===== src/rtl/etl_pkg.sv =====
package etl_pkg;
  typedef enum logic [0:0] {
    CM_IDLE  = 1'b0,
    CM_WRITE = 1'b1
  } commit_state_e;
endpackage


===== src/rtl/etl_glitch_filter.sv =====
module etl_glitch_filter #(
  parameter int FILT_LEN = 4
) (
  input  logic clk,
  input  logic rst_n,
  input  logic raw_i,
  output logic lvl_o
);
  localparam int CW = (FILT_LEN > 1) ? $clog2(FILT_LEN) : 1;

  logic          sync1_q, sync2_q;
  logic          lvl_q, lvl_d;
  logic [CW-1:0] run_q, run_d;

  always_comb begin
    lvl_d = lvl_q;
    run_d = '0;
    if (sync2_q != lvl_q) begin
      if (run_q == CW'(FILT_LEN - 1)) begin
        lvl_d = sync2_q;
      end else begin
        run_d = run_q + 1'b1;
      end
    end
  end

  always_ff @(posedge clk or negedge rst_n) begin
    if (!rst_n) begin
      sync1_q <= 1'b0;
      sync2_q <= 1'b0;
      lvl_q   <= 1'b0;
      run_q   <= '0;
    end else begin
      sync1_q <= raw_i;
      sync2_q <= sync1_q;
      lvl_q   <= lvl_d;
      run_q   <= run_d;
    end
  end

  assign lvl_o = lvl_q;
endmodule


===== src/rtl/etl_quarter_tick.sv =====
module etl_quarter_tick #(
  parameter int TICK_DIV = 31_250_000
) (
  input  logic clk,
  input  logic rst_n,
  input  logic run_i,
  output logic tick_o
);
  localparam int PW = (TICK_DIV > 1) ? $clog2(TICK_DIV) : 1;

  logic [PW-1:0] pre_q, pre_d;
  logic          wrap;

  assign wrap = (pre_q == PW'(TICK_DIV - 1));

  always_comb begin
    if (!run_i || wrap) pre_d = '0;
    else                pre_d = pre_q + 1'b1;
  end

  always_ff @(posedge clk or negedge rst_n) begin
    if (!rst_n) pre_q <= '0;
    else        pre_q <= pre_d;
  end

  assign tick_o = run_i & wrap;
endmodule


===== src/rtl/etl_hold_timer.sv =====
module etl_hold_timer #(
  parameter int HOLD = 25_000_000
) (
  input  logic clk,
  input  logic rst_n,
  input  logic trig_i,
  output logic active_o
);
  localparam int HW = $clog2(HOLD + 1);

  logic [HW-1:0] left_q, left_d;

  always_comb begin
    if (trig_i)              left_d = HW'(HOLD);
    else if (left_q != '0)   left_d = left_q - 1'b1;
    else                     left_d = left_q;
  end

  always_ff @(posedge clk or negedge rst_n) begin
    if (!rst_n) left_q <= '0;
    else        left_q <= left_d;
  end

  assign active_o = (left_q != '0);
endmodule


===== src/rtl/etl_commit.sv =====
module etl_commit
  import etl_pkg::*;
#(
  parameter int CNT_W   = 32,
  parameter int SEG_W   = 8,
  parameter int SEG_LAT = 4_687_500
) (
  input  logic             clk,
  input  logic             rst_n,
  input  logic             start_i,
  input  logic [CNT_W-1:0] data_i,
  input  logic             clr_i,
  output logic [CNT_W-1:0] acc_o,
  output logic             busy_o
);
  localparam int NSEG = CNT_W / SEG_W;
  localparam int IW   = (NSEG > 1) ? $clog2(NSEG) : 1;
  localparam int LW   = (SEG_LAT > 1) ? $clog2(SEG_LAT) : 1;

  commit_state_e    st_q, st_d;
  logic [CNT_W-1:0] snap_q, snap_d;
  logic [IW-1:0]    idx_q, idx_d;
  logic [LW-1:0]    lat_q, lat_d;
  logic             fire;
  logic [NSEG-1:0]  seg_we;

  assign fire = (st_q == CM_WRITE) && (lat_q == LW'(SEG_LAT - 1));

  always_comb begin
    st_d   = st_q;
    snap_d = snap_q;
    idx_d  = idx_q;
    lat_d  = lat_q;
    if (start_i) begin
      st_d   = CM_WRITE;
      snap_d = data_i;
      idx_d  = '0;
      lat_d  = '0;
    end else if (st_q == CM_WRITE) begin
      if (fire) begin
        lat_d = '0;
        idx_d = idx_q + 1'b1;
        if (idx_q == IW'(NSEG - 1)) st_d = CM_IDLE;
      end else begin
        lat_d = lat_q + 1'b1;
      end
    end
  end

  always_ff @(posedge clk or negedge rst_n) begin
    if (!rst_n) begin
      st_q   <= CM_IDLE;
      snap_q <= '0;
      idx_q  <= '0;
      lat_q  <= '0;
    end else begin
      st_q   <= st_d;
      snap_q <= snap_d;
      idx_q  <= idx_d;
      lat_q  <= lat_d;
    end
  end

  for (genvar g = 0; g < NSEG; g++) begin : g_seg
    assign seg_we[g] = fire && (idx_q == IW'(g));
    always_ff @(posedge clk or negedge rst_n) begin
      if (!rst_n)         acc_o[g*SEG_W +: SEG_W] <= '0;
      else if (clr_i)     acc_o[g*SEG_W +: SEG_W] <= '0;
      else if (seg_we[g]) acc_o[g*SEG_W +: SEG_W] <= snap_q[g*SEG_W +: SEG_W];
    end
  end

  assign busy_o = (st_q == CM_WRITE);
endmodule


===== src/rtl/event_time_logger.sv =====
module event_time_logger #(
  parameter int CNT_W    = 32,
  parameter int SEG_W    = 8,
  parameter int EVT_W    = 16,
  parameter int FILT_LEN = 4,
  parameter int TICK_DIV = 31_250_000,
  parameter int BUS_HOLD = 25_000_000,
  parameter int SEG_LAT  = 4_687_500
) (
  input  logic             clk,
  input  logic             rst_n,
  input  logic             event_in,
  input  logic             pwr_up,
  input  logic             clr_req,
  output logic [CNT_W-1:0] elapsed_q,
  output logic [CNT_W-1:0] total_q,
  output logic [EVT_W-1:0] evt_count_q,
  output logic             evt_wrap_q,
  output logic             store_busy,
  output logic             bus_unavail
);
  localparam logic [CNT_W-1:0] TIME_MAX = {CNT_W{1'b1}};
  localparam logic [EVT_W-1:0] EVT_MAX  = {EVT_W{1'b1}};

  logic [1:0]       rst_pipe_q;
  logic             rst_ni;
  logic             ev_lvl, ev_d_q;
  logic             rise, fall, tick;
  logic             load_now, clr_pend_q, clr_apply;
  logic [CNT_W-1:0] elapsed_d;
  logic [EVT_W-1:0] evt_count_d;
  logic             evt_wrap_d;

  always_ff @(posedge clk or negedge rst_n) begin
    if (!rst_n) rst_pipe_q <= 2'b00;
    else        rst_pipe_q <= {rst_pipe_q[0], 1'b1};
  end
  assign rst_ni = rst_pipe_q[1];

  etl_glitch_filter #(.FILT_LEN(FILT_LEN)) u_filt (
    .clk(clk), .rst_n(rst_ni), .raw_i(event_in), .lvl_o(ev_lvl)
  );

  etl_quarter_tick #(.TICK_DIV(TICK_DIV)) u_tick (
    .clk(clk), .rst_n(rst_ni), .run_i(ev_lvl), .tick_o(tick)
  );

  etl_hold_timer #(.HOLD(BUS_HOLD)) u_bus_hold (
    .clk(clk), .rst_n(rst_ni), .trig_i(rise | fall), .active_o(bus_unavail)
  );

  etl_commit #(.CNT_W(CNT_W), .SEG_W(SEG_W), .SEG_LAT(SEG_LAT)) u_commit (
    .clk(clk), .rst_n(rst_ni), .start_i(fall), .data_i(elapsed_q),
    .clr_i(clr_apply), .acc_o(total_q), .busy_o(store_busy)
  );

  assign rise      = ev_lvl & ~ev_d_q;
  assign fall      = ~ev_lvl & ev_d_q;
  assign load_now  = (pwr_up | rise) & ~store_busy;
  assign clr_apply = clr_pend_q & ~store_busy & ~fall;

  always_comb begin
    elapsed_d = elapsed_q;
    if (clr_apply)                        elapsed_d = '0;
    else if (load_now)                    elapsed_d = total_q;
    else if (tick && elapsed_q != TIME_MAX) elapsed_d = elapsed_q + 1'b1;
  end

  always_comb begin
    evt_count_d = evt_count_q;
    evt_wrap_d  = evt_wrap_q;
    if (clr_apply) begin
      evt_count_d = '0;
      evt_wrap_d  = 1'b0;
    end else if (fall) begin
      if (evt_count_q != EVT_MAX) begin
        evt_count_d = evt_count_q + 1'b1;
      end else if (!evt_wrap_q) begin
        evt_count_d = '0;
        evt_wrap_d  = 1'b1;
      end
    end
  end

  always_ff @(posedge clk or negedge rst_ni) begin
    if (!rst_ni) begin
      ev_d_q      <= 1'b0;
      clr_pend_q  <= 1'b0;
      elapsed_q   <= '0;
      evt_count_q <= '0;
      evt_wrap_q  <= 1'b0;
    end else begin
      ev_d_q      <= ev_lvl;
      clr_pend_q  <= (clr_pend_q | clr_req) & ~clr_apply;
      elapsed_q   <= elapsed_d;
      evt_count_q <= evt_count_d;
      evt_wrap_q  <= evt_wrap_d;
    end
  end
endmodule


===== config.mk =====
export PLATFORM = sky130hd
export DESIGN_NAME = event_time_logger
export DESIGN_NICKNAME = d
export VERILOG_FILES = /design/src/rtl/etl_pkg.sv /design/src/rtl/etl_glitch_filter.sv /design/src/rtl/etl_quarter_tick.sv /design/src/rtl/etl_hold_timer.sv /design/src/rtl/etl_commit.sv /design/src/rtl/event_time_logger.sv
export SDC_FILE = /design/constraint.sdc
export NUM_CORES = 1
export LEC_CHECK = 0
export BUFFER_PORTS_ARGS = -buffer_cell sky130_fd_sc_hd__clkbuf_2
export CORE_ASPECT_RATIO = 0.8
export CORE_UTILIZATION = 40
export DETAILED_ROUTE_END_ITERATION = 7
export SLEW_MARGIN = 20
export SYNTH_ARGS = -nofsm -noshare
export SYNTH_HDL_FRONTEND = slang
export SYNTH_SLANG_ARGS = --single-unit

===== constraint.sdc =====
create_clock -name clk -period 13.06 [get_ports clk]
set_input_delay 0.653 -clock clk [delete_from_list [all_inputs] [get_ports clk]]
set_output_delay 0.653 -clock clk [all_outputs]
set_load 0.1 [all_outputs]

## Word level (Yosys, flattened, before mapping)

Index checks and enable logic that the tools add are counted.

| storage, ports and cells | value |
|---|---|
| flip-flop bits (word level) | 198 |

| operators by class | value |
|---|---|
| mux-type cells | 33 |
| equality and inequality tests | 11 |
| add/subtract/negate cells | 7 |
| reductions and logical operators | 23 |
| bitwise logic cells | 15 |

Operator list:

| cell | number |
|---|---|
| 32-bit 2-to-1 mux | 3 |
| 25-bit 2-to-1 mux | 3 |
| 23-bit 2-to-1 mux | 3 |
| 16-bit 2-to-1 mux | 4 |
| 8-bit 2-to-1 mux | 8 |
| 32-bit by 1-bit adder with 32-bit output, second input constant | 1 |
| 32-bit inequality test, second input constant | 1 |
| 25-bit by 1-bit adder with 25-bit output, second input constant | 1 |
| 25-bit == test, second input constant | 1 |
| 25-bit nonzero test | 1 |
| 25-bit by 1-bit subtractor with 25-bit output, second input constant | 1 |
| 23-bit by 1-bit adder with 23-bit output, second input constant | 1 |
| 23-bit == test, second input constant | 1 |
| 16-bit by 1-bit adder with 16-bit output, second input constant | 1 |
| 16-bit inequality test, second input constant | 1 |
| 2-bit nonzero test | 8 |
| 2-bit 2-to-1 mux | 5 |
| 2-bit AND reduction | 4 |
| 1-bit AND | 7 |
| 1-bit 2-to-1 mux | 7 |
| 2-bit == test, second input constant | 3 |
| 1-bit logical AND | 6 |
| 1-bit NOT | 5 |
| 2-bit by 1-bit adder with 2-bit output, second input constant | 2 |
| 9 further kinds | 11 |

## Depth between registers and ports, before layout

Gate-level depths: netlist (run 1).

| depth | value |
|---|---|
| word-level depth | 6 |
| gate-level depth with buffers | 10 |
| depth with buffers taken out | 8 |

## By module

A second synthesis (run 1) with hierarchy kept.

| unflattened totals | value |
|---|---|
| cells, all modules | 1018 |
| area, all modules | 10149.7 sq um |

Modules (own cells, without submodules):

| module | instances | seq. area each (sq um) | area an instance (sq um) | cells an instance |
|---|---|---|---|---|
| etl_commit | 1 | 2252.2 | 4001.3 | 374 |
| event_time_logger | 1 | 1326.3 | 3123.0 | 350 |
| etl_hold_timer | 1 | 625.6 | 1476.4 | 142 |
| etl_quarter_tick | 1 | 625.6 | 1375.1 | 142 |
| etl_glitch_filter | 1 | 125.1 | 173.9 | 10 |

## Worst setup path before layout (run 1)

No wires, ideal clock.

| timing path | value |
|---|---|
| path kind | reg-to-reg |
| start point | reg elapsed_q[0] |
| end point | reg elapsed_q[24] |
| data arrival time | 2.993 ns |
| cell stages (with the launch flop) | 7 |
| slack | 9.980 ns |
| required time | 12.973 ns |
| path buffers | 0 |
| cell sequence | dfrtp_1 > ha_1 > nand3_1 > or4_1 > or3_1 > or4b_1 > o211ai_1 |

| on the way | value |
|---|---|
| word-level cells in the longest chain between the ends | 4 |

RTL lines:

| element | line | source |
|---|---|---|
| start: declaration | event_time_logger.sv:15 | `output logic [CNT_W-1:0] elapsed_q,` |
| start signal: assignment | event_time_logger.sv:95 | `elapsed_q <= elapsed_d;` |
| 32-bit by 1-bit adder with 32-bit output | event_time_logger.sv:66 | `else if (tick && elapsed_q != TIME_MAX) elapsed_d = elapsed_q + 1'b1;` |
| 32-bit 2-to-1 mux | event_time_logger.sv:66 |  |
| 32-bit 2-to-1 mux | event_time_logger.sv:65 | `else if (load_now) elapsed_d = total_q;` |
| 32-bit 2-to-1 mux | event_time_logger.sv:64 | `if (clr_apply) elapsed_d = '0;` |

Parallel ways exist; a longest one is shown, timed or not. The select of a mux whose other input is x is not followed.
A chain may end at the register's enable or synchronous reset.

## Worst setup path after layout (run 1)

| timing path | value |
|---|---|
| start point | reg u_filt.lvl_q, in the netlist u_filt.lvl_o |
| end point | reg elapsed_q[3] |

| on the way | value |
|---|---|
| word-level cells in the longest chain between the ends | 5 |

RTL lines:

| element | line | source |
|---|---|---|
| start: declaration | etl_glitch_filter.sv:12 | `logic lvl_q, lvl_d;` |
| start signal: assignment | etl_glitch_filter.sv:36 | `lvl_q <= lvl_d;` |
| 1-bit NOT (*) | event_time_logger.sv:58 | `assign fall = ~ev_lvl & ev_d_q;` |
| 1-bit AND (*) | event_time_logger.sv:58 |  |
| net fall | event_time_logger.sv:28 | `logic rise, fall, tick;` |
| 1-bit NOT (*) | event_time_logger.sv:60 | `assign clr_apply = clr_pend_q & ~store_busy & ~fall;` |
| 1-bit AND (*) | event_time_logger.sv:60 |  |
| 3-bit nonzero test (no line) / 32-bit 2-to-1 mux (equally long branches) | n/a |  |

Mark *: on every way through the listed nets, which the timed path passes. The rest lies on a longest branch.

==> impl_metrics.tcl, run 1 <==
set metrics [dict create \
    outcome "completed" \
    grt_usage_pct 20.4 \
    antenna_left 0 \
    hold_viol_final 0 \
    synth_edf_count 0 \
    start_util_pct 41.0 \
    p_seq_share_pct 44.5 \
    yosys.area.top_type_share_pct 49.4 \
    swShare_pct 36.1 \
    ys_types 71 \
    slew_headroom_pct 27.4 \
    setup_viol 0 \
    yosysWarnings 0 \
    end_kind "flop" \
    grt_max_degree 82 \
    place_hpwl_um 16600 \
    p_int_mw 1.03 \
    drt_wl_total_um 25100 \
    via_count 8186 \
    max-vdd-ir-drop_mv 0.112 \
    grt_pass1_wl_um 41200 \
    min_path_type "in -> reg" \
    via_per_inst 5.57 \
    cp_data_required_time_ns 13.34 \
    critPathSlowestCell "nand3_1" \
    yosys.area_share.simple_pct 24.6 \
    fin_crit_sh_pct 32.1 \
    synth_most_common_cell "dfrtp_1" \
    arrival_ns 4.47 \
    finClkSkew_ns 0.0149 \
    drt_first_pass_iters 6 \
    slew_viol_final 0 \
    cp_cell_sequence "inv_1 > ha_2 > buf_4 > nand2b_1 > a21o_1 > nand4_1 > nand3_1 > o21ai_0" \
    critPathMaxFanout 81 \
    post_cts_buffers 0 \
    cts_tree "done" \
    area_delta_synth_final_pct 13.0 \
    cpPeakStageDelay_ns 0.87 \
    ys_ff_latch 198 \
    tightest_slew_ns 1.09 \
    p_comb_share_pct 22.7 \
    antenna_cells 0 \
    cts.path.max_buffers 2 \
    synth_xor_xnor_area_share_pct 4.28 \
    drc_errors 0 \
    die_w_um 179 \
    syn-num-nets 1094 \
    synthArstFlopShare_pct 100 \
    cts_resized 0 \
    syn_inst 1076 \
    drtIter0Drc 652 \
    synth-compound-area-share_pct 11.6 \
    p_switching_uw 579 \
    die-area_um2 25700 \
    grt-ovfl-total 0 \
    synth.area.mux_share_pct 4.33 \
    clock_sinks 198 \
    port_buffers 87 \
    min_period_ns 4.19 \
    cts_buffers 17 \
    wl_per_cell_um 17.1 \
    leakage_nw 4.89 \
    cts_root_buf "clkbuf_16" \
    num_rows 51 \
    rsz0062_at_grt "no" \
    holdBufCountCts 1 \
    ios 88 \
    die_h_um 144 \
    p_per_area_nw_per_um2 142 \
    yosysSeqAreaShare_pct 49.4 \
    grt_pass1_vias 7668 \
    clock_latency_ns 0.45 \
    finalSetupTns_ns 0 \
    maxCapViolCount 0 \
    fin_util_pct 46.4 \
    antenna_found_initial 0 \
    syn_avg_cell_area_um2 9.32 \
    core_um2 24400 \
    synth_fa_ha_area_share_pct 1.62 \
    synth_top_cell_by_area "dfrtp_1" \
    h-tree-depth 4 \
    startpoint_type "flop" \
    synth_area_um2 10000 \
    drive_gt1_share_pct 12.8 \
    clk_pin_slew_ns 0.08 \
    ys_top_cells_by_area "dfrtp_1 49%, nand2_1 5.8%, mux2i_1 4.0%, o21ai_0 3.6%, nor2_1 2.8%" \
    synth_commonest_cells "198 x dfrtp_1, 154 x nand2_1, 75 x nor2_1, 72 x o21ai_0, 50 x inv_1" \
    synth_top_family_by_area "simple AND/OR/NAND/NOR gates" \
    layout.nets 1157 \
    path_class "reg -> reg" \
    clock_power_share_pct 32.9 \
    gp_congestion 0.851 \
    clock.fmax_mhz 239 \
    synth_top_flop_cell "dfrtp_1" \
    power_mw 1.60 \
]
-- logic make-up (layout without fill, tap and decap cells) --
kind of cell / count (synthesis) / count (layout)
buf+inv: 106 / 182
fa+ha+maj: 13 / 13
xor+xnor: 49 / 49
compound gates: 187 / 187
other cells: 1 / 1
flops: 198 / 198
simple gates: 479 / 479
mux: 43 / 43
-- area by class of cell --
| type | instances | area [µm²] |
|---|---|---|
| Clock buffer | 18 | 439 |
| Multi-Input combinational cell | 772 | 4670 |
| Sequential cell | 198 | 4960 |
| Timing Repair Buffer | 98 | 531 |
| Clock inverter | 14 | 139 |
| Fill cell | 2370 | 13100 |
| Inverter | 52 | 195 |
| Tap cell | 318 | 398 |
-- worst paths after layout --
| path | depth (start not counted) | end | startpoint | slack [ns] |
|---|---|---|---|---|
| worst max register to register | 8 | elapsed_q[3] | u_filt.lvl_o | 8.87 |
| worst min-delay path | 1 | u_filt.sync1_q | event_in | 0.31 |
| worst max-delay path | 8 | elapsed_q[3] | u_filt.lvl_o | 8.87 |
| worst min register to register | 0 | rst_pipe_q[1] | rst_pipe_q[0] | 0.36 |
| min in group asynchronous | 0 | u_bus_hold.left_q[4] | rst_pipe_q[1] | 0.38 |
| max in group asynchronous | 2 | u_commit.acc_o[0] | rst_pipe_q[1] | 10.68 |
-- placed cells by master, fill, tap and decap left out, types with 11 or more instances in the layout --
cell       instances
dfrtp_1          197
nand2_1          154
clkbuf_2          87
nor2_1            75
o21ai_0           72
inv_1             50
nand3_1           44
nand4_1           40
mux2i_1           40
a21oi_1           36
nor3_1            33
xor2_1            27
and3_1            23
xnor2_1           22
nor4_1            21
or3_1             20
clkbuf_16         17
o22ai_1           16
ha_1              12
o31a_1            11
-- per-stage QoR --
step | cell area, µm² | setup WS (ns) | cells | hold WS (ns)
3_3_place_gp | 10700 | 9.08 | 1436 | 0.335
6_report | 11300 | 8.87 | 1470 | 0.313
3_5_place_dp | 10700 | 8.92 | 1436 | 0.343
5_1_grt | 11300 | 8.63 | 1470 | 0.287
2_1_floorplan | 10000 | 7.13 | 1076 | 0.331
4_1_cts | 11300 | 8.83 | 1469 | 0.292
-- registers in the layout, summed over array words and instances, names as in the netlist --
register / flops
u_commit.snap_q: 32
u_filt.sync2_q: 1
evt_count_q: 16
rst_pipe_q: 2
u_commit.lat_q: 23
u_bus_hold.left_q: 25
u_commit.acc_o: 32
elapsed_q: 32
ev_d_q: 1
u_filt.lvl_o: 1
clr_pend_q: 1
u_filt.run_q: 2
u_tick.pre_q: 25
u_commit.busy_o: 1
u_commit.idx_q: 2
u_filt.sync1_q: 1
evt_wrap_q: 1
-- worst max-delay path, delay by kind of cell, from the launching register on --
kind                     cells  cell delay [ns]
flip-flops                   1             0.45
AND/OR/NAND/NOR              3             1.59
AO/OA/AOI/OAI                2             1.07
buffers and inverters        2             0.72
adder cells (fa/ha/maj)      1             0.17
-- power by group through the flow --
stage	registers, mW	clock network [mW]	logic (mW)
after floorplan	0.803	0	0.195
after global placement	0.723	0	0.362
after detailed placement	0.726	0	0.365
after CTS	0.714	0.541	0.366
after global routing	0.725	0.566	0.402
final	0.714	0.527	0.364
-- routing by layer --
metal / vias to the layer above / wire length [µm] / track usage (%) / part of all wire (%)
li1: 3988 / - / - / -
met3: 21 / 1280 / 4.60 / 5.1
met4: 0 / 309 / 5.84 / 1.2
met2: 193 / 10300 / 27.4 / 41
met1: 3984 / 13100 / 31.8 / 52
met5: - / 0 / 0 / 0
Note: power is estimated with default switching activity, not from simulation.
==> run 2: changes to the inputs <==
- clock period: 13.06 -> 3.9 ns (I/O delays scaled with it)
==> run 2 against run 1 <==
Critical path depth down 1. Largest power group unchanged. Clock power rose to 3.5 times the previous value. Sequential power rose to 3.3 times the previous value.
==> impl_metrics.tcl, run 2 (same netlist as run 1, synthesis figures left out) <==
set metrics [dict create \
    clock_latency_ns 0.45 \
    finalSetupTns_ns 0 \
    gp_congestion 0.852 \
    antenna_found_initial 0 \
    end_kind "flop" \
    final_common_cell "dfrtp_1" \
    path_class "reg -> reg" \
    grt_pass1_vias 7736 \
    drt_wl_total_um 25500 \
    cts_root_buf "clkbuf_16" \
    startpoint_type "flop" \
    clk_pin_slew_ns 0.08 \
    core_um2 24400 \
    p_seq_share_pct 43.6 \
    leakage_nw 4.95 \
    port_buffers 87 \
    drt_first_pass_iters 5 \
    place_hpwl_um 17300 \
    clock_sinks 198 \
    layout.nets 1165 \
    drc_errors 0 \
    p_per_area_nw_per_um2 479 \
    fin_util_pct 46.8 \
    setup_viol 0 \
    swShare_pct 35.6 \
    num_rows 51 \
    grt-ovfl-total 0 \
    p_int_mw 3.53 \
    top_layer_used "met4" \
    rsz0062_at_grt "no" \
    dp_slack_ns 0.769 \
    hold_viol_final 0 \
    antenna_cells 0 \
    max-vdd-ir-drop_mv 0.284 \
    min_path_type "in -> async" \
    fin_crit_sh_pct 80.2 \
    p_switching_mw 1.95 \
    die_h_um 144 \
    cp_data_required_time_ns 4.23 \
    post_cts_buffers 0 \
    worst_slack_ns 0.771 \
    clock.fmax_mhz 320 \
    wl_met3_um 1510 \
    multi_input_area_um2 4670 \
    nFillCells 2322 \
    arrival_ns 3.46 \
    drtIter0Drc 686 \
    start_util_pct 41.0 \
    tightest_slew_ns 1.06 \
    slew_headroom_pct 28.9 \
    ios 88 \
    cts.path.max_buffers 2 \
    grt_max_degree 68 \
    cp.buffers_inverters 1 \
    die_w_um 179 \
    h-tree-depth 4 \
    grt_pass1_wl_um 41800 \
    cts_tree "done" \
    antenna_left 0 \
    route.met2.wl_um 10800 \
    critPathMaxFanout 22 \
    via_count 8318 \
    outcome "completed" \
    top_regs "elapsed_q x32, u_commit.acc_o x32, u_commit.snap_q x32" \
    cpPeakStageDelay_ns 0.89 \
    final_cell_mix "197 x dfrtp_1, 154 x nand2_1, 87 x clkbuf_2, 75 x nor2_1, 72 x o21ai_0" \
    cp_cell_sequence "inv_1 > ha_2 > nand2b_1 > a21o_1 > o21ai_1 > nand3_1 > o21ai_0" \
    finClkSkew_ns 0.0141 \
    maxCapViolCount 0 \
    min_period_ns 3.13 \
    via_per_inst 5.63 \
    grt_usage_pct 20.8 \
    slew_viol_final 0 \
    wl_met1_um 13000 \
    regArea_um2 4960 \
    p_comb_share_pct 22.5 \
    critPathSlowestCell "nand3_1" \
    area_delta_synth_final_pct 14.2 \
    wl_per_cell_um 17.3 \
    cts_buffers 17 \
    cp_top_family "compound AO/OA/AOI/OAI gates" \
    drive_gt1_share_pct 13.2 \
    clock_power_share_pct 33.9 \
    die-area_um2 25700 \
]
-- run 2: worst paths after layout --
path	from	endpoint	slack (ns)	depth (start not counted)
setup / recovery	u_filt.lvl_o	elapsed_q[3]	0.77	7
hold / removal	rst_n	rst_pipe_q[1]	0.06	2
setup reg to reg	u_filt.lvl_o	elapsed_q[3]	0.77	7
hold reg to reg	rst_pipe_q[0]	rst_pipe_q[1]	0.34	0
max in group asynchronous	rst_pipe_q[1]	elapsed_q[20]	2.49	1
min in group clk	rst_pipe_q[0]	rst_pipe_q[1]	0.34	0
-- run 2: layer usage --
metal / track usage (%) / vias to the layer above
met5: 0 / -
li1: - / 4002
met3: 4.47 / 19
met4: 4.82 / 0
met2: 29.5 / 239
met1: 31.8 / 4058
-- run 2: layout make-up --
type | count | share of cell area [%]
Tap cell | 318 | 3.48
Clock inverter | 13 | 1.40
Multi-Input combinational cell | 772 | 40.8
Timing Repair Buffer | 106 | 5.33
Sequential cell | 198 | 43.3
Inverter | 52 | 1.71
Clock buffer | 19 | 3.96
-- run 2: metrics by stage --
step	instances	cell area (µm²)	hold WS, ns	power, mW
5_1_grt	1478	11400	0.0732	5.76
2_1_floorplan	1076	10000	-0.101	3.34
3_5_place_dp	1443	10800	-0.0146	3.67
3_3_place_gp	1443	10800	-0.0172	3.65
4_1_cts	1478	11400	0.0411	5.54
6_report	1478	11400	0.0619	5.48
-- run 2: repair_timing --
item                                   in CTS  in global routing
hold buffers                                3                  0
endpoints found under the hold margin       4                  0
resized for setup                           0                  0
-- run 2: power by group through the flow --
stage,combinational [mW],sequential [mW],clock [mW]
floorplan,0.653,2.69,0
global placement,1.23,2.42,0
detailed placement,1.24,2.43,0
CTS,1.25,2.39,1.91
global route,1.36,2.42,1.97
finish,1.23,2.39,1.86
